--- config.mk ---
export PLATFORM = sky130hd
export DESIGN_NAME = pwr_gate_seq
export DESIGN_NICKNAME = d
export VERILOG_FILES = /design/src/rtl/pwr_gate_pkg.sv /design/src/rtl/pwr_gate_regs.sv /design/src/rtl/pwr_gate_fsm.sv /design/src/rtl/pwr_gate_seq.sv
export SDC_FILE = /design/constraint.sdc
export NUM_CORES = 1
export LEC_CHECK = 0
export CORE_MARGIN = 3
export CORE_UTILIZATION = 55
export CTS_CLUSTER_DIAMETER = 60
export CTS_CLUSTER_SIZE = 20
export DETAILED_ROUTE_END_ITERATION = 7
export DONT_BUFFER_PORTS = 1
export HOLD_SLACK_MARGIN = 0.15
export PLACE_DENSITY = 0.8
export SETUP_SLACK_MARGIN = 0.1
export SYNTH_ARGS = -nofsm -noshare
export SYNTH_HDL_FRONTEND = slang
export SYNTH_SLANG_ARGS = --single-unit
--- constraint.sdc ---
create_clock -name clk -period 2.7 [get_ports clk]
set_input_delay 0.405 -clock clk [delete_from_list [all_inputs] [get_ports clk]]
set_output_delay 0.405 -clock clk [all_outputs]
set_load 0.01 [all_outputs]
--- src/rtl/pwr_gate_pkg.sv ---
package pwr_gate_pkg;

    typedef enum logic [1:0] {
        SEQ_IDLE = 2'd0,
        SEQ_DOWN = 2'd1,
        SEQ_UP   = 2'd2
    } seq_state_e;

    // request bit positions in the control register
    localparam int REQ_DN = 0;
    localparam int REQ_UP = 1;

    // delay register index and field index
    localparam int DLY_UP = 0;
    localparam int DLY_DN = 1;
    localparam int FLD_LO = 0;
    localparam int FLD_HI = 1;

endpackage

--- src/rtl/pwr_gate_regs.sv ---
module pwr_gate_regs
    import pwr_gate_pkg::*;
#(
    parameter int ADDR_W = 12,
    parameter int DATA_W = 32,
    parameter int DLY_W  = 6,
    parameter int HI_LSB = 8,
    parameter logic [ADDR_W-1:0] OFS_CTRL = 12'h000,
    parameter logic [ADDR_W-1:0] OFS_GATE = 12'h260,
    parameter logic [ADDR_W-1:0] OFS_UP   = 12'h264,
    parameter logic [ADDR_W-1:0] OFS_DN   = 12'h268
) (
    input  logic              clk,
    input  logic              rst_n,
    input  logic              bus_we,
    input  logic [ADDR_W-1:0] bus_addr,
    input  logic [DATA_W-1:0] bus_wdata,
    input  logic [1:0]        req_clr,
    output logic [DATA_W-1:0] bus_rdata,
    output logic [1:0]        req_pend,
    output logic              gate_en,
    output logic [DLY_W:0]    up_total,
    output logic [DLY_W:0]    dn_total
);
    localparam int NDLY  = 2;
    localparam int SUM_W = DLY_W + 1;
    localparam logic [ADDR_W-1:0] DLY_OFS [NDLY] = '{OFS_UP, OFS_DN};

    typedef struct packed {
        logic [1:0]                      pend;
        logic                            gate;
        logic [NDLY-1:0][1:0][DLY_W-1:0] dly;
    } regs_t;

    regs_t r_d, r_q;

    logic              dly_hit [NDLY];
    logic [DATA_W-1:0] dly_rd  [NDLY];

    // one read image per delay register
    for (genvar g = 0; g < NDLY; g++) begin : g_dly
        assign dly_hit[g] = (bus_addr == DLY_OFS[g]);
        always_comb begin
            dly_rd[g] = '0;
            dly_rd[g][DLY_W-1:0]         = r_q.dly[g][FLD_LO];
            dly_rd[g][HI_LSB +: DLY_W]   = r_q.dly[g][FLD_HI];
        end
    end

    always_comb begin
        r_d      = r_q;
        // a write that sets a bit wins over a completion that clears it
        r_d.pend = r_q.pend & ~req_clr;
        if (bus_we) begin
            if (bus_addr == OFS_CTRL) begin
                r_d.pend = r_d.pend | bus_wdata[1:0];
            end
            if (bus_addr == OFS_GATE) begin
                r_d.gate = bus_wdata[0];
            end
            for (int i = 0; i < NDLY; i++) begin
                if (bus_addr == DLY_OFS[i]) begin
                    r_d.dly[i][FLD_LO] = bus_wdata[DLY_W-1:0];
                    r_d.dly[i][FLD_HI] = bus_wdata[HI_LSB +: DLY_W];
                end
            end
        end
    end

    always_comb begin
        bus_rdata = '0;
        if (bus_addr == OFS_CTRL) begin
            bus_rdata[1:0] = r_q.pend;
        end
        if (bus_addr == OFS_GATE) begin
            bus_rdata[0] = r_q.gate;
        end
        for (int i = 0; i < NDLY; i++) begin
            if (dly_hit[i]) begin
                bus_rdata = dly_rd[i];
            end
        end
    end

    always_ff @(posedge clk or negedge rst_n) begin
        if (!rst_n) begin
            r_q.pend <= '0;
            r_q.gate <= 1'b0;
            for (int i = 0; i < NDLY; i++) begin
                for (int f = 0; f < 2; f++) begin
                    r_q.dly[i][f] <= DLY_W'(1);
                end
            end
        end else begin
            r_q <= r_d;
        end
    end

    assign req_pend = r_q.pend;
    assign gate_en  = r_q.gate;
    assign up_total = SUM_W'(r_q.dly[DLY_UP][FLD_LO]) + SUM_W'(r_q.dly[DLY_UP][FLD_HI]);
    assign dn_total = SUM_W'(r_q.dly[DLY_DN][FLD_LO]) + SUM_W'(r_q.dly[DLY_DN][FLD_HI]);

endmodule

--- src/rtl/pwr_gate_fsm.sv ---
module pwr_gate_fsm
    import pwr_gate_pkg::*;
#(
    parameter int DLY_W = 6
) (
    input  logic           clk,
    input  logic           rst_n,
    input  logic [1:0]     req_pend,
    input  logic           gate_en,
    input  logic [DLY_W:0] up_total,
    input  logic [DLY_W:0] dn_total,
    output logic [1:0]     req_clr,
    output logic           iso_en,
    output logic           sw_en,
    output logic           busy
);
    localparam int CNT_W = DLY_W + 1;

    typedef struct packed {
        seq_state_e       st;
        logic             iso;
        logic             sw;
        logic [CNT_W-1:0] cnt;
    } seq_t;

    seq_t s_d, s_q;

    always_comb begin
        s_d     = s_q;
        req_clr = '0;
        unique case (s_q.st)
            SEQ_IDLE: begin
                if (req_pend[REQ_DN]) begin
                    if (!gate_en) begin
                        req_clr[REQ_DN] = 1'b1;
                    end else begin
                        s_d.iso = 1'b1;
                        if (dn_total == '0) begin
                            s_d.sw          = 1'b0;
                            req_clr[REQ_DN] = 1'b1;
                        end else begin
                            s_d.st  = SEQ_DOWN;
                            s_d.cnt = dn_total;
                        end
                    end
                end else if (req_pend[REQ_UP]) begin
                    s_d.sw = 1'b1;
                    if (up_total == '0) begin
                        s_d.iso         = 1'b0;
                        req_clr[REQ_UP] = 1'b1;
                    end else begin
                        s_d.st  = SEQ_UP;
                        s_d.cnt = up_total;
                    end
                end
            end
            SEQ_DOWN: begin
                if (s_q.cnt == CNT_W'(1)) begin
                    s_d.sw          = 1'b0;
                    s_d.st          = SEQ_IDLE;
                    req_clr[REQ_DN] = 1'b1;
                end
                s_d.cnt = s_q.cnt - CNT_W'(1);
            end
            SEQ_UP: begin
                if (s_q.cnt == CNT_W'(1)) begin
                    s_d.iso         = 1'b0;
                    s_d.st          = SEQ_IDLE;
                    req_clr[REQ_UP] = 1'b1;
                end
                s_d.cnt = s_q.cnt - CNT_W'(1);
            end
            default: s_d.st = SEQ_IDLE;
        endcase
    end

    always_ff @(posedge clk or negedge rst_n) begin
        if (!rst_n) begin
            s_q.st  <= SEQ_IDLE;
            s_q.iso <= 1'b0;
            s_q.sw  <= 1'b1;
            s_q.cnt <= '0;
        end else begin
            s_q <= s_d;
        end
    end

    assign iso_en = s_q.iso;
    assign sw_en  = s_q.sw;
    assign busy   = (s_q.st != SEQ_IDLE);

endmodule

--- src/rtl/pwr_gate_seq.sv ---
module pwr_gate_seq #(
    parameter int ADDR_W = 12,
    parameter int DATA_W = 32,
    parameter int DLY_W  = 6,
    parameter int HI_LSB = 8,
    parameter logic [ADDR_W-1:0] OFS_CTRL = 12'h000,
    parameter logic [ADDR_W-1:0] OFS_GATE = 12'h260,
    parameter logic [ADDR_W-1:0] OFS_UP   = 12'h264,
    parameter logic [ADDR_W-1:0] OFS_DN   = 12'h268
) (
    input  logic              clk,
    input  logic              rst_n,
    input  logic              bus_we,
    input  logic [ADDR_W-1:0] bus_addr,
    input  logic [DATA_W-1:0] bus_wdata,
    output logic [DATA_W-1:0] bus_rdata,
    output logic              iso_en,
    output logic              sw_en,
    output logic              busy
);
    logic [1:0]     req_pend;
    logic [1:0]     req_clr;
    logic           gate_en;
    logic [DLY_W:0] up_total;
    logic [DLY_W:0] dn_total;

    pwr_gate_regs #(
        .ADDR_W(ADDR_W), .DATA_W(DATA_W), .DLY_W(DLY_W), .HI_LSB(HI_LSB),
        .OFS_CTRL(OFS_CTRL), .OFS_GATE(OFS_GATE), .OFS_UP(OFS_UP), .OFS_DN(OFS_DN)
    ) u_regs (
        .clk      (clk),
        .rst_n    (rst_n),
        .bus_we   (bus_we),
        .bus_addr (bus_addr),
        .bus_wdata(bus_wdata),
        .req_clr  (req_clr),
        .bus_rdata(bus_rdata),
        .req_pend (req_pend),
        .gate_en  (gate_en),
        .up_total (up_total),
        .dn_total (dn_total)
    );

    pwr_gate_fsm #(
        .DLY_W(DLY_W)
    ) u_fsm (
        .clk     (clk),
        .rst_n   (rst_n),
        .req_pend(req_pend),
        .gate_en (gate_en),
        .up_total(up_total),
        .dn_total(dn_total),
        .req_clr (req_clr),
        .iso_en  (iso_en),
        .sw_en   (sw_en),
        .busy    (busy)
    );

endmodule

Yosys cells after proc, flatten, opt, wreduce, memory -nomap -nowiden. Cells that the tools add are included.

Bits of input ports: 47. Memories: 0. RAM bits: 0. Latch bits: 0. Output and inout bits: 35. Register bits: 38. Logic and storage cells: 80. ROM bits: 0.

Reductions and logical operators: 16. Shifts and indexed selects: 0. Mux-type cells: 34. Bitwise gates (word level): 3. Div/mod/pow operators: 0. Order comparisons: 0. Equal/unequal tests: 14. $add $sub $neg: 3. Multiply operators: 0.

Operators with widths (number): $eq 12x10->1 const B (3); $mux 11 (3); $mux 14 (2); $mux 27 (1); $mux 12 (2); $reduce_and 5->1 (3); $add 6x6->7 (2); $logic_not 7->1 (2); $mux 7 (2); $pmux 7 s2 (1); $logic_not 12->1 (1); $mux 1 (12); $ne 3x3->1 const B (4); $mux 2 (5); $pmux 1 s2 (4); $reduce_bool 2->1 (4); $eq 7x1->1 const B (1); $sub 7x1->7 const B (1); $ne 3x2->1 const B (2); $pmux 2 s3 (1); $reduce_and 2->1 (3); $reduce_and 6->1 (1); $ne 2x1->1 const B (2); $mux 3 (1); 7 further kinds (7).

Depth between registers and ports, before layout.
Depth after elaboration: 11. Depth in mapped cells: 10. Depth with buffers taken out: 8.

By module. From an unflattened synthesis, not the netlist that was laid out.

Cells, all modules: 295. Area, all modules: 2944.1 um^2.

Modules (own cells, without submodules): pwr_gate_regs (seq. area each 680.7 um^2, instances 1, cells an instance 173, area each 1909.3 um^2); pwr_gate_fsm (seq. area each 276.5 um^2, instances 1, cells an instance 122, area each 1034.7 um^2).

Worst setup path after synthesis. No wires, ideal clock.

Path type: register to register. From: register u_regs.r_q (netlist bit u_regs.dly_rd[32]). To: register u_fsm.s_q[3] (netlist bit). Arrival: 2.452 ns. Path buffers: 1. Library setup time: 0.123 ns. Data required time: 2.577 ns. Setup slack: 0.125 ns. Stages on the path, launching flop included: 10. Clock period less this slack: 2.575 ns. Path through: dfstp_2 ha_1 fa_1 nor4_1 o2111a_1 o21ai_0 o21a_2 and2_4 buf_6 o221a_1.

Cells in the longest elaborated chain, start to end: 5. Elaborated cells between the ends (all ways): 8. Classes of those cells: add/sub: 1; eq/ne: 1; mux: 4; reduce/logical: 2.

RTL lines: start, declared (line pwr_gate_regs.sv:35) `regs_t r_d, r_q;`; start signal, assigned (line pwr_gate_regs.sv:95) `r_q <= r_d;`; $add 6x6->7 (*) (line pwr_gate_regs.sv:101) `assign up_total = SUM_W'(r_q.dly[DLY_UP][FLD_LO]) + SUM_W'(r_q.dly[DLY_UP][FLD_HI]);`; parallel branches: the longest is 4 deep, another holds $logic_not 7->1; end, declared (line pwr_gate_fsm.sv:26) `seq_t s_d, s_q;`.

Every way passes the cells marked *. The select of a mux whose other input is x is not followed. A chain may end at the register's enable or synchronous reset.

Worst setup path after layout.
From: register u_regs.r_q (netlist bit u_regs.dly_rd[40]). To: register u_fsm.s_q[3] (netlist bit).

The elaborated chain is that of the path after synthesis.

==> impl_metrics.json <==
{
  "synth_cell_types": 65,
  "status": "finished clean",
  "worst_pin_slew_ns": 0.546,
  "pin_count": 82,
  "drtIter0Drc": 120,
  "start_kind": "flop",
  "grt-ovfl-total": 0,
  "cts_num_sinks": 38,
  "clk_latency_ns": 0.30,
  "timing.slew.headroom_pct": 63.5,
  "synthSimpleGateAreaFrac_pct": 14.8,
  "grt_pass1_wl_um": 10800,
  "fp.dieH_um": 78.8,
  "htreeDepth": 2,
  "critical_path_arrival_ns": 2.82,
  "fmax_mhz": 380,
  "fin_nets": 376,
  "vias": 2281,
  "grtUsageTotal_pct": 21.8,
  "vdd_ir_drop_max_mv": 0.342,
  "register_area_um2": 957,
  "dr.pass1.iters": 4,
  "seq_area_frac_synth_pct": 32.8,
  "hold_viol": 0,
  "num_antenna_cells": 0,
  "grt_max_degree": 39,
  "power_w": 0.00123,
  "period_share_pct": 97.4,
  "synthAdderAreaFrac_pct": 9.10,
  "synth_top_area_cell": "dfrtp_1",
  "r2r_slack_ns": 0.07,
  "antenna_found_initial": 0,
  "cp_slowest_stage_delay_ns": 0.56,
  "syn2layout_area_growth_pct": 10.5,
  "synth_edf_count": 0,
  "cts_tree": "built",
  "die-area_mm2": 0.00621,
  "crit_chain": "ha_4, fa_1, nor4_2, o2111a_1, o21ai_2, o21a_4, and2_4, o221a_1",
  "setup_viol": 0,
  "final_common_cell": "dfrtp_1",
  "hold_path.class": "in2reg",
  "crit_path_end_kind": "flop",
  "via_per_inst": 6.05,
  "worst_clock_skew_ns": 0.00504,
  "synth_top_family_by_area": "compound AO/OA/AOI/OAI gates",
  "ys.flop_type": "dfrtp_1",
  "multi_input_area_mm2": 0.00185,
  "period_needed_ns": 2.63,
  "wire_per_inst_um": 17.9,
  "fin_hold_ws_ns": 0.253,
  "synthXorXnorAreaFrac_pct": 1.80,
  "dieWidth_um": 78.8,
  "cpMaxStageDelayCell": "dfstp_2",
  "final.setup.tns_ns": 0,
  "required_ns": 2.89,
  "drive_gt1_share_pct": 23.2,
  "maxCapViolCount": 0,
  "yosysWarnings": 0,
  "critical_path_class": "reg2reg",
  "cts-root-buf": "clkbuf_8",
  "synth_area_leaders": "dfrtp_1 (28%), mux2_2 (10%), ha_1 (7.7%)",
  "cts_buffers": 5,
  "preCtsSetupSlack_ns": -0.0306,
  "synthArstFlopShare_pct": 100,
  "syn_inst": 298,
  "timing.final.ws_setup_ns": 0.0707,
  "utilization_pct": 65.6,
  "routed_wl_um": 6730,
  "start_util_pct": 59.3,
  "ys_ff_latch": 38,
  "core_area_mm2": 0.00491,
  "clk_pin_slew_ns": 0.08,
  "port-buffer-count": 0,
  "most-common-layout-cells": "dfrtp_1 (33), mux2_2 (26), nor2_1 (22)",
  "rsz0062_at_grt": "yes",
  "row_count": 25,
  "place_hpwl_um": 4890,
  "synth_area_per_cell_um2": 9.78,
  "grt_pass1_vias": 2204,
  "synth_compound_area_share_pct": 20.3,
  "antenna_left": 0,
  "cellPowerDensity_mw_per_mm2": 382,
  "power_leakage_nw": 1.49,
  "syn-cell-area_mm2": 0.00291,
  "nFillCells": 413,
  "drv_slew": 0,
  "drc": 0,
  "synth_mux_area_share_pct": 12.1,
  "cp_max_fo": 7,
  "cts.path.max_buffers": 2,
  "synth_top_area_share_pct": 28.3,
  "routabilityCongestion": 0.906
}
==> logic make-up after synthesis <==
group,Yosys count
AND/OR/NAND/NOR,76
adder cells (fa/ha/maj),20
flip-flops,38
multiplexers,32
other,1
buffers and inverters,46
XOR/XNOR,6
AO/OA/AOI/OAI,79
==> through the flow <==
| stage | instance area [um^2] | cells |
|---|---|---|
| floorplan | 2990 | 317 |
| global placement | 2930 | 362 |
| detailed placement | 2930 | 362 |
| CTS | 3120 | 373 |
| global route | 3220 | 377 |
| finish | 3220 | 377 |
==> routing by layer <==
layer	vias to the layer above	part of all wire (%)	global-route usage (%)
li1	1087	-	-
met3	8	5.5	4.99
met4	0	0.98	5.59
met5	-	0	0
met1	1116	43	28.7
met2	70	50	36.2
==> Yosys cell counts (2+ instances only) <==
library cell	number
nand2b_1	2
fa_1	2
o221a_1	2
mux2_2	26
o21a_1	2
a211oi_1	3
nor3b_1	2
nor2_1	22
a22o_1	10
buf_2	4
o21bai_1	3
dfstp_2	5
nand3_1	5
nor3_1	3
and3_1	5
nand3b_1	2
inv_1	15
xnor2_1	5
a32o_1	4
mux2i_1	6
a31oi_1	6
a21oi_1	14
clkbuf_1	4
and2_1	4
nand4_1	4
a21o_1	2
o21ai_0	14
dfrtp_1	33
buf_4	20
a21boi_0	2
a222oi_1	2
nand2_1	12
ha_1	18
nor4_1	3
a221oi_1	2
==> worst max-delay path, delay by kind of cell, from the launching register on <==
| kind | cells | cell delay [ns] |
|---|---|---|
| simple gates | 2 | 0.52 |
| fa+ha+maj | 2 | 0.59 |
| flops | 1 | 0.56 |
| compound gates | 4 | 0.84 |
==> final timing paths <==
kind	startpoint	end	cells past startpoint
worst max-delay path	u_regs.dly_rd[40]	u_fsm.s_q[3]	8
worst min-delay path	bus_wdata[2]	u_regs.dly_rd[34]	1
worst max register to register	u_regs.dly_rd[40]	u_fsm.s_q[3]	8
worst min register to register	u_fsm.sw_en	u_fsm.sw_en	2
max in group asynchronous	rst_n	u_regs.dly_rd[32]	2
min in group asynchronous	rst_n	u_fsm.s_q[2]	2
==> cell type report <==
cell class / count / area share [%]
well taps: 67 / 2.60
repair buffers: 15 / 4.08
multi-input cells: 234 / 57.4
inverters: 15 / 1.75
clock buffers: 6 / 2.57
flip-flops and latches: 38 / 29.7
clock inverters: 2 / 1.87
==> where the power goes <==
group          switching (W)  internal, W
registers         0.00000180     0.000571
clock network       0.000209     0.000394
logic              0.0000378    0.0000174
==> state kept, by name, summed over array words and instances, names as in the netlist <==
name / count
u_fsm.iso_en: 1
u_regs.req_pend: 2
u_regs.gate_en: 1
u_fsm.sw_en: 1
u_fsm.s_q: 9
u_regs.dly_rd: 24
==> repair_timing <==
item                                    CTS  global route
buffers inserted                          0             4
pin swaps                                 6            12
hold buffers                              2             0
gates cloned                              1             0
endpoints found under the setup margin    6            10
endpoints found under the hold margin    38             0
gates resized for setup                   3            10
No activity file was read; power rests on OpenSTA's default activity.
